==> src/rtl/rrl_pkg.sv <==
package rrl_pkg;
    typedef enum logic [0:0] {
        ST_OPEN = 1'b0,
        ST_HOLD = 1'b1
    } gate_state_e;
endpackage

==> src/rtl/rrl_prescaler.sv <==
module rrl_prescaler #(
    parameter int RATE_W = 12
) (
    input  logic              clk,
    input  logic              rst_n,
    input  logic              restart,
    input  logic              run,
    input  logic              tick,
    input  logic [RATE_W-1:0] rate_cfg,
    output logic              dec_pulse
);
    logic [RATE_W-1:0] presc_q;
    logic [RATE_W-1:0] rate_q;
    logic              period_end;

    // A period ends when the rate_q-th tick of the period arrives.
    assign period_end = run && tick && (presc_q == (rate_q - RATE_W'(1)));
    assign dec_pulse  = period_end;

    always_ff @(posedge clk) begin
        if (!rst_n) begin
            presc_q <= '0;
            rate_q  <= '0;
        end else if (restart) begin
            presc_q <= '0;
            rate_q  <= rate_cfg;
        end else if (period_end) begin
            presc_q <= '0;
            rate_q  <= rate_cfg;    // a new rate applies from the next period
        end else if (run && tick) begin
            presc_q <= presc_q + RATE_W'(1);
        end
    end
endmodule

==> src/rtl/rrl_credit_counter.sv <==
module rrl_credit_counter #(
    parameter int LEN_W = 11
) (
    input  logic             clk,
    input  logic             rst_n,
    input  logic             clear,
    input  logic             load,
    input  logic [LEN_W-1:0] load_val,
    input  logic             dec,
    output logic [LEN_W-1:0] credit,
    output logic             credit_last
);
    logic [LEN_W-1:0] credit_q;

    assign credit      = credit_q;
    assign credit_last = dec && (credit_q == LEN_W'(1));

    always_ff @(posedge clk) begin
        if (!rst_n) begin
            credit_q <= '0;
        end else if (clear) begin
            credit_q <= '0;
        end else if (load) begin
            credit_q <= load_val;
        end else if (dec && (credit_q != '0)) begin
            credit_q <= credit_q - LEN_W'(1);
        end
    end
endmodule

==> src/rtl/rrl_gate_fsm.sv <==
module rrl_gate_fsm
    import rrl_pkg::*;
(
    input  logic        clk,
    input  logic        rst_n,
    input  logic        throttle_off,
    input  logic        accept_load,
    input  logic        credit_last,
    output gate_state_e state,
    output logic        gate_open
);
    gate_state_e state_q, state_d;

    assign state = state_q;

    always_ff @(posedge clk) begin
        if (!rst_n) begin
            state_q <= ST_OPEN;
        end else begin
            state_q <= state_d;
        end
    end

    always_comb begin
        state_d = state_q;
        unique case (state_q)
            ST_OPEN: if (accept_load && !throttle_off) state_d = ST_HOLD;      // LOAD
            ST_HOLD: if (throttle_off || credit_last) state_d = ST_OPEN;       // DISABLE / DRAINED
            default: state_d = ST_OPEN;
        endcase
    end

    always_comb begin
        gate_open = 1'b1;
        unique case (state_q)
            ST_OPEN: gate_open = 1'b1;
            ST_HOLD: gate_open = throttle_off;
            default: gate_open = 1'b1;
        endcase
    end
endmodule

==> src/rtl/rd_rate_limiter.sv <==
module rd_rate_limiter
    import rrl_pkg::*;
#(
    parameter int RATE_W = 12,
    parameter int LEN_W  = 11
) (
    input  logic              clk,
    input  logic              rst_n,
    input  logic [RATE_W-1:0] rate_cfg,
    input  logic              tick,
    input  logic              rd_req_valid,
    input  logic [LEN_W-1:0]  rd_req_len,
    output logic              rd_req_ready,
    output logic              rd_dn_valid,
    output logic [LEN_W-1:0]  rd_dn_len,
    input  logic              rd_dn_ready
);
    gate_state_e      state;
    logic             gate_open;
    logic             throttle_off;
    logic             accept_load;
    logic             dec_pulse;
    logic             credit_last;
    logic [LEN_W-1:0] credit;

    assign throttle_off = (rate_cfg == '0);
    assign rd_req_ready = rd_dn_ready && gate_open;
    assign rd_dn_valid  = rd_req_valid && gate_open;
    assign rd_dn_len    = rd_req_len;
    assign accept_load  = rd_req_valid && rd_req_ready && !throttle_off
                          && (rd_req_len != '0) && (state == ST_OPEN);

    rrl_gate_fsm u_fsm (
        .clk          (clk),
        .rst_n        (rst_n),
        .throttle_off (throttle_off),
        .accept_load  (accept_load),
        .credit_last  (credit_last),
        .state        (state),
        .gate_open    (gate_open)
    );

    rrl_prescaler #(.RATE_W(RATE_W)) u_presc (
        .clk       (clk),
        .rst_n     (rst_n),
        .restart   (accept_load),
        .run       ((state == ST_HOLD) && !throttle_off),
        .tick      (tick),
        .rate_cfg  (rate_cfg),
        .dec_pulse (dec_pulse)
    );

    rrl_credit_counter #(.LEN_W(LEN_W)) u_credit (
        .clk         (clk),
        .rst_n       (rst_n),
        .clear       (throttle_off),
        .load        (accept_load),
        .load_val    (rd_req_len),
        .dec         (dec_pulse),
        .credit      (credit),
        .credit_last (credit_last)
    );
endmodule

==> config.mk <==
export PLATFORM = sky130hd
export DESIGN_NAME = rd_rate_limiter
export DESIGN_NICKNAME = d
export VERILOG_FILES = /design/src/rtl/rrl_pkg.sv /design/src/rtl/rrl_prescaler.sv /design/src/rtl/rrl_credit_counter.sv /design/src/rtl/rrl_gate_fsm.sv /design/src/rtl/rd_rate_limiter.sv
export SDC_FILE = /design/constraint.sdc
export NUM_CORES = 1
export LEC_CHECK = 0
export BUFFER_PORTS_ARGS = -buffer_cell sky130_fd_sc_hd__buf_4
export CAP_MARGIN = 15
export CELL_PAD_IN_SITES_DETAIL_PLACEMENT = 2
export CELL_PAD_IN_SITES_GLOBAL_PLACEMENT = 2
export CORE_ASPECT_RATIO = 1.2
export CORE_MARGIN = 1
export CORE_UTILIZATION = 32
export CTS_BUF_LIST = sky130_fd_sc_hd__clkbuf_4 sky130_fd_sc_hd__clkbuf_8 sky130_fd_sc_hd__clkbuf_16
export DETAILED_ROUTE_END_ITERATION = 8
export PLACE_DENSITY_LB_ADDON = 0.05
export RECOVER_POWER = 50
export REMOVE_ABC_BUFFERS = 1
export SETUP_SLACK_MARGIN = 0.4
export SLEW_MARGIN = 20
export SYNTH_ARGS = -nofsm -noshare
export SYNTH_HDL_FRONTEND = slang
export SYNTH_SLANG_ARGS = --single-unit
==> constraint.sdc <==
create_clock -name clk -period 3.22 [get_ports clk]
set_clock_uncertainty 0.1 [all_clocks]
set_input_delay 0.483 -clock clk [delete_from_list [all_inputs] [get_ports clk]]
set_output_delay 0.483 -clock clk [all_outputs]
set_load 0.01 [all_outputs]
==> key figures, run 1 <==
STA
  • # setup viols final: 0
  • RSZ-0062 raised after global routing: true
  • Final worst path period share: 0.875
  • Fin. Hold Viols: 0
  • Fin. max-slew vios: 0
  • Worst slew margin: 0.286
  • Max Clk Rate: 355 MHz
  • Worst Max-Slew Pin Slew: 1.07 ns
  • Setup_tns: 0 ns
  • Final Worst Setup Slack: 0.401 ns
  • Fin crit period: 2.82 ns

Detailed routing
  • Final ANT Viol Nets: 0
  • DRT Pass-1 Iters: 4
  • M1 WL: 2.99 mm
  • Vias: between 2000 and 2500
  • DR vias/cell: 5.38
  • Wire length on met3: 173 microns
  • # DRC: 0
  • WL met2: 4.33 mm
  • Drt total wl: 7.71 mm
  • Initial DRC count: 51
  • Per-cell routed wire length: 18.1 microns
  • Top sig layer: met4

Worst setup path
  • Critical path fanouts, max: 7
  • Critical Setup Path Class: reg2reg
  • WP data required: 3.34 ns
  • Critical Path Start Type: flop
  • WP data arrival: 2.94 ns
  • Crit. End Element: flop

Global route
  • Vias in the first global route: 2384
  • Global-route wire length before repair: 12.0 mm
  • Largest net degree at the start of global routing: 15
  • Initial antenna violation count: 0
  • Global route overflow: 0
  • All-Layer GR Usage: 0.210

Logic synthesis
  • Largest family of logic cells by synthesized area: simple AND/OR/NAND/NOR gates
  • Post-synthesis mux area share: 0.00932
  • Top cell type's share of synthesized area: 0.316
  • Post-Syn Area: 2280 sq um
  • Synth Warn #: 0
  • Synth cell types: 51
  • Async S/R FF share, synth: 0
  • #FFs+latches synth: 36
  • Synth cell count leaders: 36 x dfxtp_1, 26 x nand2_1, 26 x nand3_1, 26 x nor2_1, 20 x xnor2_1
  • Post-synthesis sequential area ratio: 0.316
  • Syn Inst Count: 287
  • EDFF count, synth: 0
  • Synth area leader: dfxtp_1
  • Most frequent cell after synthesis: dfxtp_1
  • Synth Area in Adders: 0.0219
  • Mapped Avg Cell Area: ~8.0 sq um
  • Largest cells by area after synthesis: dfxtp_1 32%, xnor2_1 7.7%, nand3_1 5.7%, xor2_1 5.0%, nand2_1 4.3%
  • Synth Area in Simple Gates: 0.305
  • Synth Flop Type: dfxtp_1
  • Synth Area in XOR/XNOR: 0.127
  • Synth Area in Compound Gates: 0.150

Die
  • Die ar.: 7470 sq um
  • Chip width: between 70 and 80 microns
  • Core area: 6850 sq um
  • Chip height: 94.5 microns
  • Row count: 33
  • Starting Density: 0.333
  • Boundary pin count: 41

Place
  • Gpl congestion: 0.711
  • Place WS: between 0.15 and 0.2 ns
  • Port bufs: 40
  • Post-DP HPWL: 5.76 mm

Power and ir drop
  • Clk network pwr share: 0.317
  • Gate power share: 0.252
  • Pwr dens: 389 nW/um^2
  • Sw Share: 0.310
  • P_leak: 1.10 nW
  • Seq pwr share: 0.431
  • Total net switching power: 0.350 mW
  • Int Pwr: 0.780 mW
  • VDD IR max: between 150 and 200 uV

Final layout
  • Synthesis-to-finish area growth: 27.2%
  • Ratio of cells with drive above 1 in the final layout: 0.257
  • FILL cells: 805
  • Nets: around 370
  • Antenna Cells: 0

Job
  • Max-Cap Viols: 0

Worst hold path
  • Hold Crit Class: in2reg

Clock tree
  • Clk sinks: 36
  • Root Buffer: clkbuf_8
  • Clk buf depth: 2
  • Worst-path clk slew: 0.07 ns
  • Latest clock arrival within the worst-skew pair: 0.29 ns
  • CTS tree: built
  • CTS Buf Count: 5
  • H-tree depth: 2
  • Cts hold-fix bufs: 0

Status
  • Outcome: completed
==> state kept, by name, summed over array words and instances, names as in the netlist <==
register,flops
u_credit.credit,11
u_presc.presc_q,12
u_fsm.state,1
u_presc.rate_q,12
==> critical path, cell delays in order, from the launching register on <==
cell and delay (ns):
dfxtp_4 0.37, inv_1 0.08, ha_1 0.18, or3b_1 0.43
a211oi_1 0.31, nor4b_1 0.09, a31o_1 0.29, o21ai_4 0.27
and2b_2 0.28, a41o_1 0.22, a21oi_1 0.13
==> final timing paths <==
path	from	end	slack [ns]	cells past startpoint
max reg2reg	u_presc.rate_q[0]	u_fsm.state	0.40	10
max	u_presc.rate_q[0]	u_fsm.state	0.40	10
min reg2reg	u_credit.credit[10]	u_credit.credit[10]	0.41	2
min	rate_cfg[0]	u_presc.rate_q[0]	0.33	3
==> final cells by class <==
class	count	area, sq um	share of cell area
Tap cell	87	109	0.0375
Timing Repair Buffer	66	452	0.156
Inverter	6	22.5	0.00776
Clock buffer	8	97.6	0.0336
Multi-Input combinational cell	222	1500	0.515
Sequential cell	36	727	0.250
==> power by group through the flow <==
stage | Clock (mW) | Sequential, mW | Combinational [mW]
global placement | 0 | 0.496 | 0.259
detailed placement | 0 | 0.497 | 0.264
floorplan | 0 | 0.490 | 0.152
CTS | 0.365 | 0.487 | 0.274
global route | 0.394 | 0.490 | 0.311
finish | 0.358 | 0.487 | 0.284
==> what timing repair did <==
action / 4_1_cts / 5_1_grt
gates resized for setup: 7 / 16
pin swaps: 5 / 5
setup buffers: 3 / 7
endpoints found under the hold margin: 0 / 0
cloned: 0 / 1
setup endpoints to repair: 30 / 34
==> stage by stage <==
| stage | hold WS (ns) | util | total power, mW | instance area, sq um | cells |
|---|---|---|---|---|---|
| 5_1_grt | 0.335 | 0.424 | 1.20 | 2900 | 425 |
| 3_5_place_dp | 0.379 | 0.390 | 0.761 | 2670 | 406 |
| 4_1_cts | 0.326 | 0.412 | 1.13 | 2830 | 417 |
| 6_report | 0.329 | 0.424 | 1.13 | 2900 | 425 |
| 2_1_floorplan | 0.343 | - | 0.642 | 2140 | 263 |
| 3_3_place_gp | 0.370 | 0.390 | 0.755 | 2670 | 406 |
==> layout by cell type (no fill, tap or decap), types with 3 or more instances in the layout <==
master,netlist,routed
nor3_2,1,3
and2_1,4,3
dfxtp_1,36,33
buf_4,12,50
clkbuf_1,8,13
or3_1,4,4
xnor2_1,20,20
xor2_1,13,13
a31oi_1,4,4
nand3_1,26,26
clkbuf_8,0,6
o31ai_1,4,3
and3_1,6,6
nand2_1,26,26
inv_1,6,6
ha_1,4,4
nor3_1,8,6
nor2_1,26,26
nor4_1,10,9
o21ai_0,9,9
a21oi_1,19,19
==> cell families (layout without fill, tap and decap cells) <==
group                    after synthesis  after routing
adder cells (fa/ha/maj)                4              4
multiplexers                           2              2
AO/OA/AOI/OAI                         54             55
XOR/XNOR                              33             33
buffers and inverters                 30             80
AND/OR/NAND/NOR                      128            128
flip-flops                            36             36
==> metal layers <==
metal  vias up  global-route usage
met1      1112               0.220
met5         -                   0
li1       1114                   -
met3        13              0.0242
met4         0              0.0682
met2        46               0.424
Power figures use the tool's default switching activity.
==> inputs of run 2 (changes only) <==
--- a/config.mk
+++ b/config.mk
@@ -5,13 +5,14 @@
 export SDC_FILE = /design/constraint.sdc
 export NUM_CORES = 1
 export LEC_CHECK = 0
+export ABC_AREA = 1
 export BUFFER_PORTS_ARGS = -buffer_cell sky130_fd_sc_hd__buf_4
 export CAP_MARGIN = 15
 export CELL_PAD_IN_SITES_DETAIL_PLACEMENT = 2
 export CELL_PAD_IN_SITES_GLOBAL_PLACEMENT = 2
-export CORE_ASPECT_RATIO = 1.2
-export CORE_MARGIN = 1
-export CORE_UTILIZATION = 32
+export CORE_ASPECT_RATIO = 2
+export CORE_MARGIN = 2
+export CORE_UTILIZATION = 30
 export CTS_BUF_LIST = sky130_fd_sc_hd__clkbuf_4 sky130_fd_sc_hd__clkbuf_8 sky130_fd_sc_hd__clkbuf_16
 export DETAILED_ROUTE_END_ITERATION = 8
 export PLACE_DENSITY_LB_ADDON = 0.05
==> key figures, run 2 <==
Clock tree
  • Worst-path clk slew: approximately 0.06 ns
  • H-tree depth: 2
  • Root Buffer: clkbuf_16
  • CTS Buf Count: 5
  • Cts hold-fix bufs: 0
  • Clk sinks: 36
  • Clk buf depth: 2
  • Setup Fix Bufs, Post-CTS: 0
  • CTS resizes: 0
  • Latest clock arrival within the worst-skew pair: 0.29 ns
  • CTS tree: built

Logic synthesis
  • EDFF count, synth: 0
  • Post-Syn Area: 2720 sq um
  • Synth Flop Type: dfxtp_1
  • Mapped Avg Cell Area: 5.98 sq um
  • #FFs+latches synth: 36
  • Synth cell types: 30
  • Syn Inst Count: 455
  • Async S/R FF share, synth: 0
  • Top cell type's share of synthesized area: 0.265
  • Largest cells by area after synthesis: dfxtp_1 27%, nand2_1 15%, nor2_1 12%, inv_1 7.7%, nand3_1 6.4%
  • Synth area leader: dfxtp_1
  • Most frequent cell after synthesis: nand2_1
  • Post-synthesis sequential area ratio: 0.265
  • Synth Warn #: 0
  • Synth cell count leaders: 107 x nand2_1, 86 x nor2_1, 56 x inv_1, 36 x dfxtp_1, 35 x nand3_1

Worst setup path
  • Critical Setup Path Class: reg2reg
  • Reg-to-reg critical path endpoint: u_credit.credit[8]
  • Critical Path Start Type: flop
  • WP data arrival: approximately 2.7 ns
  • Flop2flop setup slack: 0.58 ns
  • Critical Path Max Stage Delay: 0.39 ns
  • Bufs and invs on worst path: 3
  • Crit-path cells: inv_1, ha_1, inv_1, nand2_1, nand2_1, nand2_1, nand2_1, nand2_1, nor2_1, nand2_1, nor2_2, nand2_1, nand2_8, buf_6, nand2_2, nor2_1, nor2_1
  • Largest delay contributor family on the critical path: simple AND/OR/NAND/NOR gates
  • WP data required: about 3.3 ns
  • Critical Path Start: u_presc.rate_q[0]
  • R2r startpoint: u_presc.rate_q[0]
  • Slowest cell on the critical path: dfxtp_1
  • FF-to-FF path depth: 17
  • Crit. End Element: flop
  • Critical path fanouts, max: 18
  • CP dominant cell by count: nand2_1

Die
  • Row count: 49
  • Starting Density: 0.306
  • Chip height: 139 microns
  • Boundary pin count: 41
  • Chip width: slightly above 70 microns
  • Die ar.: 9890 sq um
  • Core area: around 8900 sq um

Place
  • Post-placement cell count: 578
  • Port bufs: 40
  • Gpl congestion: between 0.8 and 0.9
  • Post-DP HPWL: 8.25 mm

Power and ir drop
  • Seq pwr share: 0.334
  • Sw Share: 0.339
  • Clk network pwr share: 0.376
  • Total net switching power: 0.513 mW
  • Gate power share: 0.290
  • Pwr dens: 481 nW/um^2
  • VDD IR max: 216 uV
  • P_leak: 1.48 nW
  • Int Pwr: 1.00 mW

STA
  • Fin. Hold Viols: 0
  • Worst Max-Slew Pin Slew: 0.571 ns
  • Final worst path period share: 0.821
  • Fin crit period: 2.64 ns
  • Worst slew margin: 0.616
  • RSZ-0062 raised after global routing: false
  • # setup viols final: 0
  • Setup_tns: 0 ns
  • Max Clk Rate: roughly 380 MHz
  • Fin. max-slew vios: 0

Detailed routing
  • Per-cell routed wire length: 16.6 microns
  • Vias: 2949
  • DRT Pass-1 Iters: 3
  • # DRC: 0
  • Initial DRC count: 73
  • Drt total wl: 9.74 mm
  • Final ANT Viol Nets: 0
  • DR vias/cell: 5.03

Global route
  • Global-route wire length before repair: 15.9 mm
  • All-Layer GR Usage: 0.209
  • Largest net degree at the start of global routing: 27
  • Global route overflow: 0
  • Vias in the first global route: around 3200
  • Initial antenna violation count: 0

Final layout
  • Final Instance Count excl. Fillers: 586
  • Synthesis-to-finish area growth: 15.6%
  • Most frequent cells in the layout: 107 x nand2_1, 86 x nor2_1, 57 x inv_1, 36 x dfxtp_1, 35 x nand3_1
  • Commonest non-fill, non-tap cell in the layout: nand2_1
  • Nets: 515
  • Final core utilization: 0.354
  • Ratio of cells with drive above 1 in the final layout: 0.126
  • Antenna Cells: 0

Worst hold path
  • WHS Path Cells: 3
  • Hold Crit Class: in2reg
  • Hold_sp: rate_cfg[11]
  • Hold path endpoint: u_presc.rate_q[11]

Status
  • Outcome: completed

Job
  • Max-Cap Viols: 0
run 2: changes by cell type in the layout (fill, tap and decap cells not counted), sizes merged, moves of 6 or more:
cell	delta
inv	+55
and3	-6
buf	-20
nor2	+65
nand2	+88
o21ai	+18
nand3	+11
nor4	-11
xnor2	-13
run 2: cell type report:
type                            count  area, sq um
Sequential cell                    36          721
Tap cell                          102          128
Clock inverter                      2         35.0
Fill cell                        1159         5750
Multi-Input combinational cell    334         1600
Clock buffer                        6          133
Timing Repair Buffer               44          289
Inverter                           62          235
run 2: worst max path at each step:
stage | to | depth (start not counted)
floorplan | u_presc.presc_q[11] | 15
global placement | u_presc.presc_q[11] | 13
detailed placement | u_presc.presc_q[4] | 13
CTS | u_presc.presc_q[11] | 16
global route | u_credit.credit[8] | 17
finish | u_credit.credit[8] | 17
run 2: kinds of logic after synthesis:
kind of cell	synth area share
buffers and inverters	0.149
flip-flops	0.265
AO/OA/AOI/OAI	0.0911
XOR/XNOR	0.0612
adder cells (fa/ha/maj)	0.0184
AND/OR/NAND/NOR	0.416
run 2: tightest hold or removal path, cell delays in order:
cell	delay, ns
buf_4	0.08
nor2_1	0.04
nor2_1	0.08
run 2: metrics by stage:
| stage | cell area [sq um] | total power, mW | worst slack [ns] | hold slack [ns] |
|---|---|---|---|---|
| 2_1_floorplan | 2550 | 0.792 | 1.04 | 0.365 |
| 3_3_place_gp | 3010 | 0.954 | 0.479 | 0.391 |
| 3_5_place_dp | 3010 | 0.968 | 0.430 | 0.401 |
| 4_1_cts | 3180 | 1.54 | 0.450 | 0.336 |
| 5_1_grt | 3140 | 1.61 | 0.293 | 0.346 |
| 6_report | 3140 | 1.51 | 0.577 | 0.333 |
run 2: per-layer routing:
layer	wire length, microns	vias to the layer above	share of wire	global-route usage
li1	-	1452	-	-
met1	3070	1439	0.31	0.181
met2	6140	37	0.63	0.438
met3	103	21	0.011	0.0182
met4	433	0	0.044	0.105
met5	0	-	0	0
run 2: power groups by stage:
stage | clock [mW] | sequential (mW) | combinational, mW
after floorplan | 0 | 0.502 | 0.290
after global placement | 0 | 0.515 | 0.439
after detailed placement | 0 | 0.516 | 0.453
after CTS | 0.579 | 0.506 | 0.456
after global routing | 0.599 | 0.510 | 0.502
final | 0.569 | 0.506 | 0.438
==> inputs of run 3 (changes only) <==
==> constraint.sdc (replaced) <==
create_clock -name clk -period 2.5 [get_ports clk]
set_clock_uncertainty 0.1 [all_clocks]
set_input_delay 0.375 -clock clk [delete_from_list [all_inputs] [get_ports clk]]
set_output_delay 0.375 -clock clk [all_outputs]
set_load 0.01 [all_outputs]
==> key figures, run 3 (synthesized netlist as in run 2, its figures left out) <==
Die
  • Core area: 8890 sq um
  • Row count: 49
  • Starting Density: 0.306
  • Chip width: slightly above 70 microns
  • Die ar.: 9890 sq um
  • Chip height: 139 microns
  • Boundary pin count: roughly 40

Clock tree
  • Clk buf depth: 2
  • CTS tree: built
  • Clk sinks: 36
  • H-tree depth: 2
  • CTS Buf Count: 5
  • Root Buffer: clkbuf_16
  • Latest clock arrival within the worst-skew pair: 0.29 ns
  • Worst-path clk slew: about 0.060 ns

Final layout
  • Final core utilization: 0.422
  • Most frequent cells in the layout: 94 x nand2_1, 59 x nor2_1, 54 x inv_1, 49 x buf_4, 35 x nand3_1
  • Area of the multi-input gates: 1870 sq um
  • Register area: 737 sq um
  • Ratio of cells with drive above 1 in the final layout: 0.301
  • Antenna Cells: 0
  • FILL cells: 1121
  • Nets: between 500 and 600
  • Synthesis-to-finish area growth: 37.9%
  • Final Instance Area: between 3000 and 4000 sq um
  • Final Instance Count excl. Fillers: 614
  • Commonest non-fill, non-tap cell in the layout: nand2_1

Detailed routing
  • Initial DRC count: 73
  • DRT Pass-1 Iters: 4
  • Vias: 3172
  • DR vias/cell: 5.17
  • Per-cell routed wire length: around 20 microns
  • # DRC: 0
  • Drt total wl: ~12 mm
  • Final ANT Viol Nets: 0

Power and ir drop
  • Power after layout: 2.16 mW
  • VDD IR max: 276 uV
  • P_leak: 1.68 nW
  • Pwr dens: 576 nW/um^2

STA
  • Setup_tns: 0 ns
  • Fin crit period: 2.34 ns
  • Worst Max-Slew Pin Slew: 0.474 ns
  • # setup viols final: 0
  • Fin. Hold Viols: 0
  • Worst slew margin: 0.681
  • Fin. max-slew vios: 0
  • RSZ-0062 raised after global routing: true
  • Final worst path period share: 0.935
  • Max Clk Rate: 428 MHz

Status
  • Outcome: completed

Worst setup path
  • Critical path fanouts, max: 5
  • FF-to-FF path depth: 18
  • Critical Setup Path Class: reg2reg
  • WP data required: between 2 and 3 ns
  • Crit. End Element: flop
  • R2r startpoint: u_presc.rate_q[1]
  • Flop2flop setup slack: 0.16 ns
  • Critical Path Start Type: flop
  • WP data arrival: around 2.4 ns
  • Setup crit end: u_presc.presc_q[1]
  • Reg-to-reg critical path endpoint: u_presc.presc_q[1]
  • Critical Path Start: u_presc.rate_q[1]

Worst hold path
  • Hold_sp: rate_cfg[3]
  • Hold Crit Class: in2reg

Place
  • Post-DP HPWL: 8.35 mm
  • Post-placement cell count: approximately 590
  • Port bufs: 40
  • Gpl congestion: around 0.84
  • Placed Instance Area: between 3000 and 4000 sq um

Global route
  • Largest net degree at the start of global routing: 19
  • Global-route wire length before repair: 17.7 mm
  • Global route overflow: 0
  • Vias in the first global route: ~3400
  • All-Layer GR Usage: 0.233
  • Initial antenna violation count: 0

Job
  • Max-Cap Viols: 0
==> run 3: what timing repair did <==
| item | 4_1_cts | 5_1_grt |
|---|---|---|
| buffers inserted | 13 | 4 |
| gates resized for setup | 46 | 56 |
| endpoints found under the setup margin | 36 | 36 |
| hold buffers | 0 | 0 |
| pin swaps | 8 | 18 |
| gates cloned | 2 | 1 |
==> run 3: cell type report <==
class / count / share of cell area
well taps: 102 / 0.0340
inverters: 62 / 0.0661
repair buffers: 72 / 0.159
clock inverters: 2 / 0.00935
clock buffers: 6 / 0.0354
flip-flops and latches: 36 / 0.197
multi-input cells: 334 / 0.499
==> run 3: per-stage QoR <==
stage	hold WS, ns	setup WS (ns)
after global routing	0.234	0.0798
after CTS	0.221	0.340
after floorplan	0.365	0.322
after global placement	0.378	0.0665
after detailed placement	0.396	-0.0631
final	0.216	0.162
==> run 3: worst min path at each step <==
stage               cells past startpoint                  end  slack, ns
floorplan                               2   u_presc.presc_q[9]       0.36
global placement                        2  u_presc.presc_q[10]       0.38
detailed placement                      2  u_presc.presc_q[10]       0.40
CTS                                     3    u_presc.rate_q[0]       0.22
global route                            3    u_presc.rate_q[3]       0.23
finish                                  3    u_presc.rate_q[3]       0.22
==> run 3: where the power goes <==
part | internal (mW) | total (mW) | switching [mW] | leakage, nW
clock network | 0.480 | 0.743 | 0.263 | 0.0843
registers | 0.608 | 0.660 | 0.0528 | 0.298
logic | 0.296 | 0.758 | 0.461 | 1.30
==> run 3: routing by layer <==
metal | wire length [microns] | GRT usage | vias to the layer above | share of wire
met3 | 203 | 0.0189 | 42 | 0.017
met2 | 7400 | 0.481 | 60 | 0.62
met1 | 3640 | 0.199 | 1553 | 0.30
met5 | 0 | 0 | - | 0
met4 | 756 | 0.138 | 0 | 0.063
li1 | - | - | 1517 | -
==> run 3: critical path: stages (launching register included) <==
cell and delay, ns:
dfxtp_4 0.39, inv_4 0.04, ha_4 0.18, inv_4 0.06, nand2_2 0.05, nand2_1 0.06
nand2_1 0.04, nand2_1 0.17, nand2_2 0.10, nor2_4 0.10, nand2_2 0.07, nor2_4 0.10
nand2_2 0.09, nand2_4 0.13, buf_12 0.12, inv_8 0.04, nand2_8 0.04, clkbuf_2 0.27
a21oi_2 0.05
